$ cat src/rtl/dma_ctl_pkg.sv
package dma_ctl_pkg;

    localparam int NCH  = 4;              // channels per controller
    localparam int DW   = 8;              // data bus width
    localparam int AW   = 4;              // port offset width
    localparam int CSW  = $clog2(NCH);    // channel-select width
    localparam int SETB = CSW;            // set/clear select bit in data
    localparam int MW   = NCH * DW;       // packed mode width

    // only this bit may be set in an accepted command word
    localparam logic [DW-1:0] CMD_ALLOWED = 8'h04;

    typedef enum logic [3:0] {
        OP_NONE,
        OP_CMD,
        OP_REQ,
        OP_SMASK,
        OP_MODE,
        OP_FFCLR,
        OP_MCLR,
        OP_UNMASK_ALL,
        OP_MASK_LOAD
    } wr_op_e;

    typedef enum logic [1:0] {
        RSEL_ZERO,
        RSEL_STATUS,
        RSEL_MASK
    } rd_sel_e;

endpackage

$ cat src/rtl/dma_ctl_decode.sv
module dma_ctl_decode
    import dma_ctl_pkg::*;
(
    input  logic          wr_en,
    input  logic          rd_en,
    input  logic [AW-1:0] addr,
    output wr_op_e        wr_op,
    output rd_sel_e       rd_sel
);

    localparam logic [AW-2:0] SUB_CMD   = 3'd0;
    localparam logic [AW-2:0] SUB_REQ   = 3'd1;
    localparam logic [AW-2:0] SUB_SMASK = 3'd2;
    localparam logic [AW-2:0] SUB_MODE  = 3'd3;
    localparam logic [AW-2:0] SUB_FFCLR = 3'd4;
    localparam logic [AW-2:0] SUB_MCLR  = 3'd5;
    localparam logic [AW-2:0] SUB_UNMSK = 3'd6;
    localparam logic [AW-2:0] SUB_MLOAD = 3'd7;

    logic          upper;
    logic [AW-2:0] sub;

    assign upper = addr[AW-1];
    assign sub   = addr[AW-2:0];

    always_comb begin
        wr_op = OP_NONE;
        if (wr_en && upper) begin
            unique case (sub)
                SUB_CMD:   wr_op = OP_CMD;
                SUB_REQ:   wr_op = OP_REQ;
                SUB_SMASK: wr_op = OP_SMASK;
                SUB_MODE:  wr_op = OP_MODE;
                SUB_FFCLR: wr_op = OP_FFCLR;
                SUB_MCLR:  wr_op = OP_MCLR;
                SUB_UNMSK: wr_op = OP_UNMASK_ALL;
                SUB_MLOAD: wr_op = OP_MASK_LOAD;
                default:   wr_op = OP_NONE;
            endcase
        end
    end

    always_comb begin
        rd_sel = RSEL_ZERO;
        if (rd_en && upper) begin
            if (sub == SUB_CMD)
                rd_sel = RSEL_STATUS;
            else if (sub == SUB_MLOAD)
                rd_sel = RSEL_MASK;
        end
    end

endmodule

$ cat src/rtl/dma_ctl_status.sv
module dma_ctl_status
    import dma_ctl_pkg::*;
(
    input  logic           clk,
    input  logic           rst_n,
    input  wr_op_e         wr_op,
    input  logic [DW-1:0]  wr_data,
    input  logic           rd_status,
    input  logic [NCH-1:0] hold_req,
    input  logic [NCH-1:0] rel_req,
    input  logic [NCH-1:0] tc_set,
    output logic [NCH-1:0] req_q,
    output logic [NCH-1:0] tc_q
);

    logic [NCH-1:0] req_n;
    logic [NCH-1:0] tc_n;
    logic [CSW-1:0] sel;

    assign sel = wr_data[CSW-1:0];

    always_comb begin
        req_n = req_q;
        tc_n  = tc_q;
        // register-side updates first
        if (wr_op == OP_MCLR) begin
            req_n = '0;
            tc_n  = '0;
        end
        if (wr_op == OP_REQ) begin
            req_n[sel] = wr_data[SETB];
            tc_n[sel]  = 1'b0;
        end
        if (rd_status)
            tc_n = '0;
        // external strobes override
        for (int i = 0; i < NCH; i++) begin
            if (hold_req[i])
                req_n[i] = 1'b1;
            else if (rel_req[i])
                req_n[i] = 1'b0;
            if (tc_set[i])
                tc_n[i] = 1'b1;
        end
    end

    always_ff @(posedge clk) begin
        if (!rst_n) begin
            req_q <= '0;
            tc_q  <= '0;
        end else begin
            req_q <= req_n;
            tc_q  <= tc_n;
        end
    end

endmodule

$ cat src/rtl/dma_ctl_mask.sv
module dma_ctl_mask
    import dma_ctl_pkg::*;
(
    input  logic           clk,
    input  logic           rst_n,
    input  wr_op_e         wr_op,
    input  logic [DW-1:0]  wr_data,
    output logic [NCH-1:0] mask_q
);

    logic [NCH-1:0] mask_n;
    logic [CSW-1:0] sel;

    assign sel = wr_data[CSW-1:0];

    always_comb begin
        mask_n = mask_q;
        unique case (wr_op)
            OP_SMASK:      mask_n[sel] = wr_data[SETB];
            OP_MCLR:       mask_n      = '1;
            OP_UNMASK_ALL: mask_n      = '0;
            OP_MASK_LOAD:  mask_n      = wr_data[NCH-1:0];
            default:       mask_n      = mask_q;
        endcase
    end

    always_ff @(posedge clk) begin
        if (!rst_n)
            mask_q <= '1;
        else
            mask_q <= mask_n;
    end

endmodule

$ cat src/rtl/dma_ctl_modes.sv
module dma_ctl_modes
    import dma_ctl_pkg::*;
(
    input  logic          clk,
    input  logic          rst_n,
    input  wr_op_e        wr_op,
    input  logic [DW-1:0] wr_data,
    output logic [MW-1:0] mode_all
);

    logic [CSW-1:0] sel;
    assign sel = wr_data[CSW-1:0];

    for (genvar g = 0; g < NCH; g++) begin : g_chan
        logic [DW-1:0] mode_q;

        always_ff @(posedge clk) begin
            if (!rst_n)
                mode_q <= '0;
            else if (wr_op == OP_MODE && sel == CSW'(g))
                mode_q <= wr_data;
        end

        assign mode_all[g*DW +: DW] = mode_q;
    end

endmodule

$ cat src/rtl/dma_ctl_regs.sv
module dma_ctl_regs
    import dma_ctl_pkg::*;
(
    input  logic           clk,
    input  logic           rst_n,
    input  logic           wr_en,
    input  logic           rd_en,
    input  logic [AW-1:0]  addr,
    input  logic [DW-1:0]  wr_data,
    input  logic [NCH-1:0] hold_req,
    input  logic [NCH-1:0] rel_req,
    input  logic [NCH-1:0] tc_set,
    output logic [DW-1:0]  rd_data,
    output logic [NCH-1:0] chan_mask,
    output logic [NCH-1:0] chan_req,
    output logic [MW-1:0]  mode_all,
    output logic [DW-1:0]  cmd_value,
    output logic           ff_clr
);

    wr_op_e         wr_op;
    rd_sel_e        rd_sel;
    logic [NCH-1:0] tc_q;
    logic           cmd_ok;
    logic [DW-1:0]  rd_n;

    dma_ctl_decode u_decode (
        .wr_en  (wr_en),
        .rd_en  (rd_en),
        .addr   (addr),
        .wr_op  (wr_op),
        .rd_sel (rd_sel)
    );

    dma_ctl_status u_status (
        .clk       (clk),
        .rst_n     (rst_n),
        .wr_op     (wr_op),
        .wr_data   (wr_data),
        .rd_status (rd_sel == RSEL_STATUS),
        .hold_req  (hold_req),
        .rel_req   (rel_req),
        .tc_set    (tc_set),
        .req_q     (chan_req),
        .tc_q      (tc_q)
    );

    dma_ctl_mask u_mask (
        .clk     (clk),
        .rst_n   (rst_n),
        .wr_op   (wr_op),
        .wr_data (wr_data),
        .mask_q  (chan_mask)
    );

    dma_ctl_modes u_modes (
        .clk      (clk),
        .rst_n    (rst_n),
        .wr_op    (wr_op),
        .wr_data  (wr_data),
        .mode_all (mode_all)
    );

    // command accepted only if no bit outside the allowed set is high
    assign cmd_ok = (wr_data & ~CMD_ALLOWED) == '0;

    always_ff @(posedge clk) begin
        if (!rst_n)
            cmd_value <= '0;
        else if (wr_op == OP_MCLR)
            cmd_value <= '0;
        else if (wr_op == OP_CMD && cmd_ok)
            cmd_value <= wr_data;
    end

    always_ff @(posedge clk) begin
        if (!rst_n)
            ff_clr <= 1'b0;
        else
            ff_clr <= (wr_op == OP_FFCLR) || (wr_op == OP_MCLR);
    end

    always_comb begin
        unique case (rd_sel)
            RSEL_STATUS: rd_n = {chan_req, tc_q};
            RSEL_MASK:   rd_n = DW'(chan_mask);
            default:     rd_n = '0;
        endcase
    end

    always_ff @(posedge clk) begin
        if (!rst_n)
            rd_data <= '0;
        else
            rd_data <= rd_n;
    end

endmodule

$ cat config.mk
export PLATFORM = sky130hd
export DESIGN_NAME = dma_ctl_regs
export DESIGN_NICKNAME = d
export VERILOG_FILES = /design/src/rtl/dma_ctl_pkg.sv /design/src/rtl/dma_ctl_decode.sv /design/src/rtl/dma_ctl_status.sv /design/src/rtl/dma_ctl_mask.sv /design/src/rtl/dma_ctl_modes.sv /design/src/rtl/dma_ctl_regs.sv
export SDC_FILE = /design/constraint.sdc
export NUM_CORES = 1
export LEC_CHECK = 0
export BUFFER_PORTS_ARGS = -buffer_cell sky130_fd_sc_hd__buf_2
export CORE_ASPECT_RATIO = 0.75
export CORE_MARGIN = 8
export CORE_UTILIZATION = 45
export DETAILED_ROUTE_END_ITERATION = 8
export PLACE_DENSITY = 0.75
export SYNTH_ARGS = -nofsm -noshare
export SYNTH_HDL_FRONTEND = slang
export SYNTH_SLANG_ARGS = --single-unit
export TNS_END_PERCENT = 1
$ cat constraint.sdc
create_clock -name clk -period 2.9 [get_ports clk]
set_input_delay 0.87 -clock clk [delete_from_list [all_inputs] [get_ports clk]]
set_output_delay 0.87 -clock clk [all_outputs]
set_load 0.005 [all_outputs]
; ---- Word level (Yosys, flattened, before mapping)
; Memories as Yosys holds them, arrays and structs flattened.
; Index checks and enable logic that the tools add are counted.
[op_classes]
magnitude_cmp = 2
n_eq_ne = 14
muxes = 27
n_bitwise = 3
n_reduce_logical = 14
[ops]
columns = cell, n
row1 = 2-to-1 mux 4 bit, 6
row2 = "== test 4 x 3 -> 1 bit, second input constant", 4
row3 = one-hot mux 4 bit (4 select lines), 1
row4 = one-hot mux 8 bit (2 select lines), 1
row5 = 2-to-1 mux 1 bit, 13
row6 = bitwise mux 4 bit, 2
row7 = "== test 4 x 2 -> 1 bit, second input constant", 2
row8 = logical AND 1 bit, 8
row9 = zero test 8 bit, 1
row10 = "== test 2 bit, second input constant", 3
row11 = 2-to-1 mux 2 bit, 3
row12 = bitwise AND 4 bit, 1
row13 = "== test 2 x 1 -> 1 bit, second input constant", 2
row14 = "== test 4 x 1 -> 1 bit, second input constant", 1
row15 = "== test 4 bit, second input constant", 1
row16 = inverter 4 bit, 1
row17 = nonzero test 4 bit, 1
row18 = "== test 3 bit, second input constant", 1
row19 = zero test 3 bit, 1
row20 = "less-than comparator 2 x 3 -> 1 bit, second input constant", 1
row21 = demux 1 bit (select 2 bit), 1
row22 = "greater-or-equal comparator 2 x 1 -> 1 bit, second input constant", 1
row23 = zero test 2 bit, 1
row24 = OR reduction 2 bit, 1
row25 = other kinds (2), 2
[word_totals]
reg_bits = 61
mem_bits_ro = 32
inputBits = 28
wordCells = 71
n_memories = 1
[mem_list]
columns = name, words, width, read_ports, rd_ports_with_merged_regs, write_ports, line_no
row1 = (name not given), 8, 4, 1, 0, 0, dma_ctl_decode.sv:29  ; unique case (sub)

; ---- Depth between registers and ports, before layout
[depth]
ltp_word = 9
mapped_depth = 9
ltp_nobuf = 7

; ---- Cells and area by module
; Synthesis repeated with hierarchy kept, for this count alone.
[unflattened]
cells_unflattened = 266
hier_area_um2 = 2653.8
[by_module_without_submodules]
columns = mod, n_inst, cells_per_inst, area_per_inst_um2, seq_area_each_um2
row1 = dma_ctl_modes, 1, 109, 1163.6, 640.6
row2 = dma_ctl_regs, 1, 53, 591.8, 340.3
row3 = dma_ctl_status, 1, 45, 432.9, 160.2
row4 = dma_ctl_mask, 1, 43, 350.3, 80.1
row5 = dma_ctl_decode, 1, 16, 115.1, 0.0

; ---- Least setup slack after synthesis
; Ideal clock, no wire load.
[synth_timing]
path_type = input to register
from = in addr[0]
to = reg with a tool-made name
arrival_ps = 2798
required_ps = 2771
path_slack_ps = -27
stages = 9
n_path_buf = 2
cell_sequence = clkbuf_1 inv_1 ha_1 clkbuf_1 nand3b_1 nor3_1 nor2_1 a221oi_1 mux2i_1
[synth_rtl]
columns = item, line_no
row1 = from (decl), dma_ctl_regs.sv:8  ; input logic [AW-1:0] addr,

; ---- Worst setup path in the final report
[layout_timing]
from = in addr[0]
to = reg cmd_value[1]
[layout_via]
elab_chain_cells = 4
[layout_lines]
columns = item, line_no
row1 = memory (8 x 4 bit) *, n/a
row2 = 2-to-1 mux 4 bit *, dma_ctl_decode.sv:28  ; if (wr_en && upper) begin
row3 = == test 4 x 3 -> 1 bit / == test 4 x 1 -> 1 bit (equally long branches), "dma_ctl_regs.sv:70, dma_ctl_regs.sv:72"
row4 = OR reduction 2 bit (no source line) / logical AND 1 bit (equally long branches), n/a
row5 = to (signal assigned), dma_ctl_regs.sv:73  ; cmd_value <= wr_data;
row6 = to (decl), dma_ctl_regs.sv:17  ; output logic [DW-1:0] cmd_value,
; Mark *: on every way between the ends. The rest lies on a longest branch, timed or not.
; A chain may end at the register's enable or synchronous reset.

==> load_flow_metrics.sql <==
INSERT INTO impl_metrics (metric_group, metric, value, unit) VALUES
('outcome', 'status', 'completed', ''),
('critical_path', 'timing.reg2reg.worst_path_depth', '3', ''),
('floorplan', 'rows', '24', ''),
('drt', 'antenna_violating_nets_post_route', '0', ''),
('critical_path', 'critPathMaxFanout', '10', ''),
('floorplan', 'fp.coreArea', '5680', 'µm²'),
('placement', 'place_worst_setup_slack', '-0.0188', 'ns'),
('logic_synthesis', 'post_synth_num_cell_types', '39', ''),
('clock_tree', 'cts-htree-levels', '3', ''),
('critical_path', 'critPathMaxStageDelay', '0.44', 'ns'),
('layout', 'relative_area_change_from_synthesis_to_final_layout', '29.3', '%'),
('sta', 'worst_slew_margin_rel', '68.1', '%'),
('sta', 'maxClockFrequency', '0.390', 'GHz'),
('critical_path', 'worst_setup_path_start_kind', 'input port', ''),
('drt', 'num_vias', '2382', ''),
('power_and_ir_drop', 'power.net_switching', '0.422', 'mW'),
('sta', 'tcrit_tclk_final', '88.5', '%'),
('placement', 'port_buffers', '84', ''),
('logic_synthesis', 'synth_fp_nets', '324', ''),
('power_and_ir_drop', 'power.share.clock', '45.5', '%'),
('power_and_ir_drop', 'p_leak', '1.47', 'nW'),
('power_and_ir_drop', 'internal-power', '1.45', 'mW'),
('logic_synthesis', 'syn-mean-instance-area', '8.79', 'µm²'),
('logic_synthesis', 'synth_seq_area_share', '47.4', '%'),
('floorplan', 'fp.dieArea', '8420', 'µm²'),
('floorplan', 'ios', '85', ''),
('drt', 'wirelength_routed', '7.04', 'mm'),
('drt', 'first_iter_violations', '115', ''),
('drt', 'vias_per_cell', '5.12', ''),
('critical_path', 'crit_path_top_delay_cell', 'sky130_fd_sc_hd__ha_1', ''),
('logic_synthesis', 'ys.warnings.count', '0', ''),
('clock_tree', 'clkSinkCount', '61', ''),
('global_routing', 'antenna_found_initial', '0', ''),
('logic_synthesis', 'async_flop_share', '0', '%'),
('logic_synthesis', 'syn_area', '2570', 'µm²'),
('layout', 'layout.nets', '413', ''),
('drt', 'route.detailed.wl_per_inst', '15.1', 'µm'),
('placement', 'hpwlAfterDp', '5.27', 'mm'),
('placement', 'gpl.final_weighted_congestion', '0.851', ''),
('drt', 'post_route_drc', '0', ''),
('layout', 'drive_above_1_share', '29.2', '%'),
('floorplan', 'die_width', '103', 'µm'),
('sta', 'finalHoldViolations', '0', ''),
('clock_tree', 'tritoncts_clock_tree', 'built', ''),
('critical_path', 'critical_path.cell_chain', 'buf_2 -> buf_4 -> inv_1 -> ha_1 -> or4_1 -> nor3_1 -> and4_1 -> nor2_1 -> and2_1', ''),
('sta', 'clock_skew', '0.00167', 'ns'),
('sta', 'rsz0062_at_grt', 'false', ''),
('clock_tree', 'cts-root-buf', 'sky130_fd_sc_hd__clkbuf_8', ''),
('global_routing', 'grt_pass1_wl', '11.6', 'mm'),
('power_and_ir_drop', 'ir_worst_vdd', '0.315', 'mV'),
('logic_synthesis', 'synth_cells', '293', ''),
('clock_tree', 'cts.hold.buffers_added', '0', ''),
('logic_synthesis', 'postSynthRegisterBits', '61', ''),
('critical_path', 'worst-endpoint-arrival', '2.80', 'ns'),
('power_and_ir_drop', 'p_comb_share', '8.4', '%'),
('clock_tree', 'cts-root-to-sink-buffers', '2', ''),
('sta', 'tightest_slew', '0.475', 'ns'),
('clock_tree', 'path_clk_slew', '0.07', 'ns'),
('critical_path', 'critPathKind', 'in2reg', ''),
('clock_tree', 'ctsResizeCount', '0', ''),
('power_and_ir_drop', 'seq_power_share', '46.0', '%'),
('power_and_ir_drop', 'power_density', '562', 'nW/µm²'),
('clock_tree', 'cts_made_buffers', '9', ''),
('sta', 'final_period_minus_worst_setup_slack', '2.57', 'ns'),
('hold_path', 'hold_path_class', 'reg2reg', ''),
('global_routing', 'grt_use_total', '17.7', '%'),
('power_and_ir_drop', 'power.share.switching', '22.6', '%'),
('floorplan', 'floorplan.initialDensity', '45.4', '%'),
('hold_path', 'hp-start', 'u_modes.g_chan[3].mode_q[2]$_SDFFE_PN0P_', ''),
('sta', 'timing.final.setup_violations', '0', ''),
('layout', 'antenna_cells', '0', '');
## cells by family (layout without fill, tap and decap cells)
group	after synthesis	after routing	synth area share (%)
adders and majority gates	3	3	1.46
muxes	3	3	1.17
and+or+nand+nor	123	123	23.8
buffers and inverters	20	114	3.40
DFF	61	61	47.4
xor gates and xnor gates	1	1	0.340
AOI/OAI and AO/OA	82	82	22.4
## power groups by stage
| stage | clock, mW | sequential (mW) | combinational, mW |
|---|---|---|---|
| after floorplan | 0 | 0.879 | 0.0914 |
| after global placement | 0 | 0.879 | 0.155 |
| after detailed placement | 0 | 0.879 | 0.157 |
| after CTS | 0.869 | 0.860 | 0.157 |
| after global routing | 0.910 | 0.862 | 0.175 |
| final | 0.851 | 0.861 | 0.158 |
## sequential cells by signal, indices dropped and copies added, names as in the netlist, named ones only
| name | cells |
|---|---|
| ff_clr | 1 |
| u_status.req_q | 4 |
| u_modes.g_chan.mode_q | 32 |
| u_status.tc_q | 4 |
| rd_data | 8 |
| cmd_value | 8 |
## final cells by class
| cell class | count | area, µm² | area share (%) |
|---|---|---|---|
| timing repair buffer | 95 | 503 | 15.1 |
| multi-input combinational | 212 | 1270 | 38.2 |
| sequential | 61 | 1220 | 36.7 |
| inverter | 3 | 11.3 | 0.338 |
| clock inverter | 4 | 70.1 | 2.10 |
| tap | 78 | 97.6 | 2.93 |
| clock buffer | 12 | 155 | 4.66 |
## worst max-delay path, delay by kind of cell
family	cells	cell delay, ns
and+or+nand+nor	5	1.15
adders and majority gates	1	0.44
buffers and inverters	3	0.33
## metal layers
metal | track usage [%] | wire length, µm | vias up
li1 | - | - | 1204
met1 | 22.0 | 3160 | 1080
met2 | 26.4 | 3030 | 91
met3 | 8.38 | 787 | 7
met4 | 5.76 | 66 | 0
met5 | 0 | 0 | -
## synthesized netlist by cell type, types with 4 or more instances
cell type / number / area (µm²)
sky130_fd_sc_hd__nand3_1: 21 / 105
sky130_fd_sc_hd__nor2_1: 12 / 45.0
sky130_fd_sc_hd__nor2b_1: 10 / 62.6
sky130_fd_sc_hd__a21boi_0: 23 / 173
sky130_fd_sc_hd__clkbuf_1: 11 / 41.3
sky130_fd_sc_hd__a21oi_1: 13 / 65.1
sky130_fd_sc_hd__o31ai_1: 4 / 30.0
sky130_fd_sc_hd__buf_2: 4 / 20.0
sky130_fd_sc_hd__and2_1: 13 / 81.3
sky130_fd_sc_hd__a21boi_1: 7 / 52.6
sky130_fd_sc_hd__o21ai_0: 13 / 65.1
sky130_fd_sc_hd__nand2_1: 44 / 165
sky130_fd_sc_hd__and3_1: 8 / 50.1
sky130_fd_sc_hd__nor3_1: 5 / 25.0
sky130_fd_sc_hd__a22o_1: 5 / 43.8
sky130_fd_sc_hd__dfxtp_1: 61 / 1220
## worst max-delay path by stage
stage               startpoint  slack [ns]                   endpoint
floorplan              addr[0]        0.11  cmd_value[0]$_SDFFE_PP0P_
global placement       addr[0]       0.008                  flip-flop
detailed placement     addr[0]       -0.02                  flip-flop
CTS                    addr[0]        0.36                  flip-flop
global route           addr[0]        0.16                  flip-flop
finish                 addr[0]        0.33  cmd_value[1]$_SDFFE_PP0P_
## per-stage QoR
step,cell area [µm²],std cells,hold WS [ns],utilization (%),TNS (ns)
after floorplan,2580,293,0.443,-,0
after global placement,3100,449,0.439,54.7,0
after global routing,3330,465,0.481,58.7,0
after CTS,3330,465,0.454,58.7,0
final,3330,465,0.450,58.7,0
after detailed placement,3100,449,0.442,54.7,-0.0188
## placed cells by master (no fill, tap or decap), types with 4 or more instances in the layout
cell type,netlist,routed
sky130_fd_sc_hd__o21ai_0,13,13
sky130_fd_sc_hd__and3_1,8,8
sky130_fd_sc_hd__buf_4,2,11
sky130_fd_sc_hd__nor2_1,12,12
sky130_fd_sc_hd__clkbuf_8,0,11
sky130_fd_sc_hd__nand2_1,44,44
sky130_fd_sc_hd__and2_1,13,13
sky130_fd_sc_hd__nand3_1,21,21
sky130_fd_sc_hd__dfxtp_1,61,61
sky130_fd_sc_hd__nor2b_1,10,10
sky130_fd_sc_hd__nor3_1,5,4
sky130_fd_sc_hd__buf_2,4,84
sky130_fd_sc_hd__o31ai_1,4,4
sky130_fd_sc_hd__a21boi_1,7,7
sky130_fd_sc_hd__a21boi_0,23,23
sky130_fd_sc_hd__a22o_1,5,5
sky130_fd_sc_hd__a21oi_1,13,13
(Power assumes the default switching activity.)
